`src/rtl/i2c_cfg_slave.sv`:
```
module i2c_cfg_slave #(
  parameter logic [6:0] DEV_ADDR = 7'b1101101
) (
  input  logic       clk,
  input  logic       rst_n,
  input  logic       scl_i,
  input  logic       sda_i,
  output logic       sda_oe,
  output logic [7:0] setup_q,
  output logic       setup_we,
  output logic [7:0] config_q,
  output logic       config_we,
  output logic       hs_mode,
  output logic       rd_req
);

  typedef enum logic [1:0] {IDLE, ADDR, WDATA, SKIP} st_t;

  logic [1:0] scl_sy, sda_sy;
  logic       scl_p, sda_p;
  logic       scl_s, sda_s;
  logic       scl_rise, scl_fall, start_det, stop_det;
  st_t        st;
  logic [3:0] cnt;
  logic       ack_ph;
  logic [7:0] sh;
  logic       rx_st, addr_hit, hs_code;

  assign scl_s     = scl_sy[1];
  assign sda_s     = sda_sy[1];
  assign scl_rise  = scl_s & ~scl_p;
  assign scl_fall  = ~scl_s & scl_p;
  assign start_det = scl_s & scl_p & sda_p & ~sda_s;
  assign stop_det  = scl_s & scl_p & ~sda_p & sda_s;
  assign rx_st     = (st == ADDR) || (st == WDATA);
  assign addr_hit  = (sh[7:1] == DEV_ADDR);
  assign hs_code   = (sh[7:3] == 5'b00001);

  always_ff @(posedge clk or negedge rst_n) begin
    if (!rst_n) begin
      scl_sy <= 2'b11;
      sda_sy <= 2'b11;
      scl_p  <= 1'b1;
      sda_p  <= 1'b1;
    end else begin
      scl_sy <= {scl_sy[0], scl_i};
      sda_sy <= {sda_sy[0], sda_i};
      scl_p  <= scl_s;
      sda_p  <= sda_s;
    end
  end

  always_ff @(posedge clk or negedge rst_n) begin
    if (!rst_n) begin
      st        <= IDLE;
      cnt       <= '0;
      ack_ph    <= 1'b0;
      sh        <= '0;
      sda_oe    <= 1'b0;
      setup_q   <= '0;
      config_q  <= '0;
      setup_we  <= 1'b0;
      config_we <= 1'b0;
      hs_mode   <= 1'b0;
      rd_req    <= 1'b0;
    end else begin
      setup_we  <= 1'b0;
      config_we <= 1'b0;
      rd_req    <= 1'b0;
      if (stop_det) begin
        st      <= IDLE;
        ack_ph  <= 1'b0;
        sda_oe  <= 1'b0;
        hs_mode <= 1'b0;
      end else if (start_det) begin
        st     <= ADDR;
        cnt    <= '0;
        ack_ph <= 1'b0;
        sda_oe <= 1'b0;
      end else if (rx_st && scl_rise && !ack_ph && cnt < 4'd8) begin
        sh  <= {sh[6:0], sda_s};
        cnt <= cnt + 4'd1;
      end else if (rx_st && scl_fall && !ack_ph && cnt == 4'd8) begin
        ack_ph <= 1'b1;
        sda_oe <= (st == WDATA) || addr_hit;
      end else if (rx_st && scl_fall && ack_ph) begin
        ack_ph <= 1'b0;
        cnt    <= '0;
        sda_oe <= 1'b0;
        if (st == ADDR) begin
          if (addr_hit) begin
            st     <= sh[0] ? SKIP : WDATA;
            rd_req <= sh[0];
          end else begin
            st <= SKIP;
            if (hs_code) hs_mode <= 1'b1;
          end
        end else if (sh[7]) begin
          setup_q  <= sh;
          setup_we <= 1'b1;
        end else begin
          config_q  <= sh;
          config_we <= 1'b1;
        end
      end
    end
  end


  sda_oe_scl_low_chk: assert property (@(posedge clk) disable iff (!rst_n)
    !$stable(sda_oe) |-> !scl_s);

  setup_msb_chk: assert property (@(posedge clk) disable iff (!rst_n)
    setup_we |-> (setup_q[7] && !sda_oe));

  config_msb_chk: assert property (@(posedge clk) disable iff (!rst_n)
    config_we |-> (!config_q[7] && !sda_oe));

  strobe_excl_chk: assert property (@(posedge clk) disable iff (!rst_n)
    !(setup_we && config_we));

  hs_nack_chk: assert property (@(posedge clk) disable iff (!rst_n)
    $rose(hs_mode) |-> (!sda_oe && !scl_s));

  stop_clears_hs_chk: assert property (@(posedge clk) disable iff (!rst_n)
    stop_det |=> !hs_mode);

  rd_pulse_chk: assert property (@(posedge clk) disable iff (!rst_n)
    rd_req |=> !rd_req);

endmodule

```
`config.mk`:
```
export PLATFORM = sky130hd
export DESIGN_NAME = i2c_cfg_slave
export DESIGN_NICKNAME = d
export VERILOG_FILES = /design/src/rtl/i2c_cfg_slave.sv
export SDC_FILE = /design/constraint.sdc
export NUM_CORES = 1
export LEC_CHECK = 0
export ABC_CLOCK_PERIOD_IN_PS = 5600
export BUFFER_PORTS_ARGS = -buffer_cell sky130_fd_sc_hd__buf_2
export CORE_ASPECT_RATIO = 0.8
export CORE_UTILIZATION = 46
export CTS_CLUSTER_SIZE = 24
export DETAILED_ROUTE_END_ITERATION = 10
export GPL_TIMING_DRIVEN = 0
export PLACE_DENSITY = 0.67
export SLEW_MARGIN = 30
export SYNTH_ARGS = -nofsm -noshare
export SYNTH_HDL_FRONTEND = slang
export SYNTH_SLANG_ARGS = --single-unit
```
`constraint.sdc`:
```
create_clock -name clk -period 5.6 [get_ports clk]
set_clock_uncertainty 0.05 [all_clocks]
set_input_delay 1.12 -clock clk [delete_from_list [all_inputs] [get_ports clk]]
set_output_delay 1.12 -clock clk [all_outputs]
set_load 0.02 [all_outputs]
```
After elaboration in Yosys (flattened, before gate mapping). Cells that the tools add are included.

Input port bits: 4. Register bits after elaboration: 41. Word-level logic and storage cells: 120.

Bitwise gates (word level): 17. Multiplexer cells: 50. $add $sub $neg: 1. Reductions and logical operators: 24. Equal/unequal tests: 12. $lt $le $gt $ge: 1.

Operators by type and width (count): 1-bit two-way mux (40); 7-bit AND reduction (3); 4-bit two-way mux (4); 2-bit two-way mux (6); 1-bit NOT (10); 3-bit inequality test, second input constant (3); 3-bit nonzero test (3); 1-bit bitwise AND (7); 7-bit equality test, second input constant (1); 1-bit logical AND (7); 2-bit inequality test, second input constant (3); 3-bit AND reduction (2); 2-bit nonzero test (3); 5-bit by 1-bit equality test with 1-bit output, second input constant (1); 4-bit by 1-bit adder with 4-bit output, second input constant (1); 4-bit equality test, second input constant (1); 4-bit less-than comparator, second input constant (1); 4-bit AND reduction (1); 4-bit nonzero test (1); 2-bit by 1-bit equality test with 1-bit output, second input constant (1); 2-bit equality test, second input constant (1); 1-bit logical OR (2); 2-bit by 1-bit inequality test with 1-bit output, second input constant (1); 2-bit AND reduction (1); 1-bit zero test (1).

Depth between registers and ports, before layout.
Depth after elaboration: 9. Mapped depth: 6. Depth with buffers taken out: 6.

Least setup slack after synthesis. No wires, ideal clock.

Path kind: reg2reg. Start: register st[0]. End: register config_q[0]. Required time: 5.425 ns. Clock period less this slack: 1.944 ns. Data arrival time: 1.770 ns. Slack: 3.656 ns. Cell stages (with the launch flop): 7. Buffers on the path: 0. Cell sequence: dfrtp_1 > inv_1 > ha_1 > nor3b_2 > nand2_1 > nor4_4 > mux2_2.

Word-level cells in the longest chain between the ends: 7. Elaborated cells between the ends (all ways): 14. Those cells by class: eq/ne (2); bitwise (3); reduce/logical (9).

Ends and longest elaborated chain: start, declared (RTL line 23) `st_t st;`; start signal, assigned (RTL line 92) `st <= sh[0] ? SKIP : WDATA;`; 2-bit by 1-bit equality test with 1-bit output or 2-bit equality test (tied branches) (RTL line 35, 90); 1-bit logical OR (RTL line 35) `assign rx_st = (st == ADDR) || (st == WDATA);`; 1-bit logical AND, on equally long branches (RTL line 83, 86, 80); 1-bit logical AND, on equally long branches (2 in series) (RTL line 83, 80); 1-bit NOT (no source line); 7-bit AND reduction (no source line) (*); end signal, assigned (RTL line 102) `config_q <= sh;`; end, declared (RTL line 11) `output logic [7:0] config_q,`.

Mark *: on every way between the ends. The rest lies on a longest branch, timed or not. A chain may end at the register's enable or synchronous reset.

Final worst setup path.
Start: register st[0]. End: register config_q[3].

The elaborated chain is that of the path after synthesis.

==> results.py <==
metrics = {
    "cts": {
        "numCtsBuffers": 5,
        "clk_pin_slew_ns": 0.07,
        "cts_resized": 0,
        "post_cts_buffers": 0,
        "cts_sinks": 41,
        "root_buffer": "clkbuf_8",
        "cts_hold_buf": 0,
        "h-tree-depth": 2,
        "cts_tree": "yes",
        "clk-insertion-delay-late_ns": 0.29,
        "ctsLongestPathBuffers": 2,
    },
    "timing": {
        "slew_violations": 0,
        "timing.fmax_ghz": 0.448,
        "worst_pin_slew_ns": 0.610,
        "rsz0062_at_grt": "no",
        "finalCritPeriodShare_pct": 39.9,
        "min_period_ns": 2.23,
        "finalHoldViolCount": 0,
        "finalSetupTns_ns": 0,
        "slew_headroom_pct": 59.1,
        "setup_viol": 0,
    },
    "setup_path": {
        "cp_max_fo": 8,
        "crit_type": "reg -> reg",
        "end_kind": "flop",
        "cp.arrival_ns": 2.36,
        "critPathRequiredTime_ns": 5.73,
        "start_kind": "flop",
    },
    "finish": {
        "diodes": 0,
        "final_core_util_pct": 56.9,
        "drive_gt1_share_pct": 43.3,
        "fin_nets": 157,
        "fin_area_sq_mm": 0.00196,
        "area_growth_pct": 17.1,
    },
    "logic_synthesis": {
        "yosysTopAreaCell": "dfrtp_1",
        "yosysSeqAreaShare_pct": 61.7,
        "ys_ff_latch": 41,
        "syn-num-nets": 127,
        "yosysTopAreaCellShare_pct": 52.3,
        "synth_area_leaders": "dfrtp_1, mux2_2, dfstp_2",
        "ys_types": 32,
        "synth_area_sq_mm": 0.00168,
        "synthCells": 119,
        "ys_warn_count": 0,
        "syn_area_per_cell_sq_um": 14.1,
    },
    "placed_design": {
        "dpl-instance-area_sq_mm": 0.00184,
        "port_buffers": 23,
        "gp_congestion": 0.787,
        "dp_hpwl_mm": 2.03,
    },
    "pwr": {
        "vdd_drop_max_v": 0.000182,
        "power.density_mw_per_mm2": 386,
        "p_int_uw": 549,
        "power_leakage_uw": 0.000992,
        "switching_share_pct": 27.4,
        "power_frac_comb_pct": 14.5,
        "clkPwrFrac_pct": 32.1,
        "p_seq_share_pct": 53.4,
        "switching_power_uw": 207,
    },
    "die": {
        "core_area_sq_mm": 0.00345,
        "rows": 19,
        "die_area_sq_mm": 0.00389,
        "die_y_microns": 56.0,
        "start_util_pct": 48.6,
        "pin_count": 25,
        "fp.dieW_microns": 69.5,
    },
    "drt": {
        "drtIter0Drc": 61,
        "vias": 1019,
        "drc_errors": 0,
        "ant_nets": 0,
        "routed_wl_mm": 2.95,
        "wl_per_cell_microns": 15.3,
        "vias_per_cell": 5.31,
        "first_pass_iters": 4,
    },
    "global_routing": {
        "grt_max_degree": 42,
        "grt_pass1_vias": 999,
        "antenna_found_initial": 0,
        "grt_overflow": 0,
        "grt_pass1_wl_mm": 4.95,
        "track_usage_pct": 17.2,
    },
    "hold_path": {
        "hold_class": "reg -> reg",
    },
    "status": {
        "outcome": "finished, final reports clean",
    },
    "run": {
        "max_cap_viol_count": 0,
    },
}
==> power by group through the flow <==
stage / sequential, uW / clock, uW / combinational (uW)
2_1_floorplan: 391 / 0 / 84.5
6_report: 404 / 243 / 110
5_1_grt: 414 / 259 / 123
3_5_place_dp: 410 / 0 / 110
3_3_place_gp: 406 / 0 / 105
4_1_cts: 404 / 248 / 112
==> placed cells by master, fill, tap and decap left out <==
master,count
inv_1,7
and4bb_2,1
a21oi_1,2
and2_1,1
o21ai_0,2
nand3b_1,2
bufinv_16,1
nor4b_1,1
nand2_1,4
clkbuf_8,6
clkbuf_1,1
nor4_4,1
a32o_1,1
nand4_1,2
a31oi_1,1
nor2_1,5
nand4b_1,2
nand2b_1,3
xnor2_1,1
nor2b_1,1
nor3b_1,2
dfrtp_1,35
buf_4,2
nor4_2,1
dfstp_2,6
buf_2,23
or3_1,2
mux2_2,23
nor3_1,1
and4b_1,1
o31ai_1,2
conb_1,1
nor3b_2,1
ha_1,4
mux2i_1,1
==> final timing paths <==
kind	slack, ns	start	to	cells past startpoint
worst max-delay path	3.37	st[0]	config_q[3]	6
worst min-delay path	0.31	scl_sy[0]	scl_sy[1]	0
worst max register to register	3.37	st[0]	config_q[3]	6
worst min register to register	0.31	scl_sy[0]	scl_sy[1]	0
max in group asynchronous	4.39	rst_n	scl_sy[0]	1
min in group asynchronous	0.74	rst_n	config_we	1
==> cells in the mapped netlist <==
| library cell | count |
|---|---|
| mux2_2 | 23 |
| ha_1 | 4 |
| nor4b_1 | 1 |
| nor4_4 | 1 |
| nand3b_1 | 2 |
| nor2b_1 | 1 |
| and4bb_2 | 1 |
| a21oi_1 | 2 |
| and4b_1 | 1 |
| a31oi_1 | 1 |
| inv_1 | 7 |
| nor3_1 | 1 |
| mux2i_1 | 1 |
| o31ai_1 | 2 |
| or3_1 | 2 |
| nand4_1 | 2 |
| nor3b_1 | 2 |
| dfrtp_1 | 35 |
| dfstp_2 | 6 |
| nor2_1 | 5 |
| buf_4 | 1 |
| nand4b_1 | 2 |
| a32o_1 | 1 |
| xnor2_1 | 1 |
| conb_1 | 1 |
| and2_1 | 1 |
| o21ai_0 | 2 |
| nand2b_1 | 3 |
| nor4_2 | 1 |
| nand2_1 | 4 |
| nor3b_2 | 1 |
| buf_2 | 1 |
==> cell families after synthesis <==
kind of cell	Yosys count	synth area share, %
buf+inv	9	2.32
xor+xnor	1	0.523
compound gates	8	3.06
flops	41	61.7
simple gates	31	13.1
other cells	1	0.224
fa+ha+maj	4	2.99
mux	24	16.1
==> routing by layer <==
layer  track usage [%]  vias up  wire length (microns)
li1                  -      478                      -
met1              24.0      504                   1440
met2              24.4       30                   1320
met3              5.07        7                    132
met4              8.75        0                     48
met5                 0        -                      0
==> worst max-delay path, cell delays in order (launching register included) <==
cell	delay, ns
dfrtp_1	0.35
inv_1	0.06
ha_1	0.35
nor3b_2	0.21
nand2_1	0.14
nor4_4	0.55
mux2_2	0.40
==> final cells by class <==
| cell class | instances | area, sq um |
|---|---|---|
| sequential | 41 | 1030 |
| multi-input combinational | 69 | 603 |
| timing repair buffer | 23 | 118 |
| clock buffer | 7 | 86.3 |
| tap | 42 | 52.6 |
| clock inverter | 1 | 30.0 |
| inverter | 7 | 26.3 |
| buffer | 2 | 12.5 |
| fill | 271 | 1490 |
==> per-stage QoR <==
step	worst slack [ns]	cells	hold slack (ns)	total power, uW
floorplan	3.66	119	0.295	476
global placement	3.43	184	0.297	510
detailed placement	3.36	184	0.297	520
CTS	3.35	192	0.308	764
global route	3.19	192	0.310	797
finish	3.37	192	0.306	757
==> flip-flops by register name, indices dropped and copies added (netlist names) <==
register	flops
sh	8
setup_we	1
scl_p	1
setup_q	8
sda_oe	1
sda_p	1
st	2
config_q	7
config_we	1
ack_ph	1
rd_req	1
scl_sy	2
hs_mode	1
cnt	4
sda_sy	2
No activity file was read; power rests on OpenSTA's default activity.
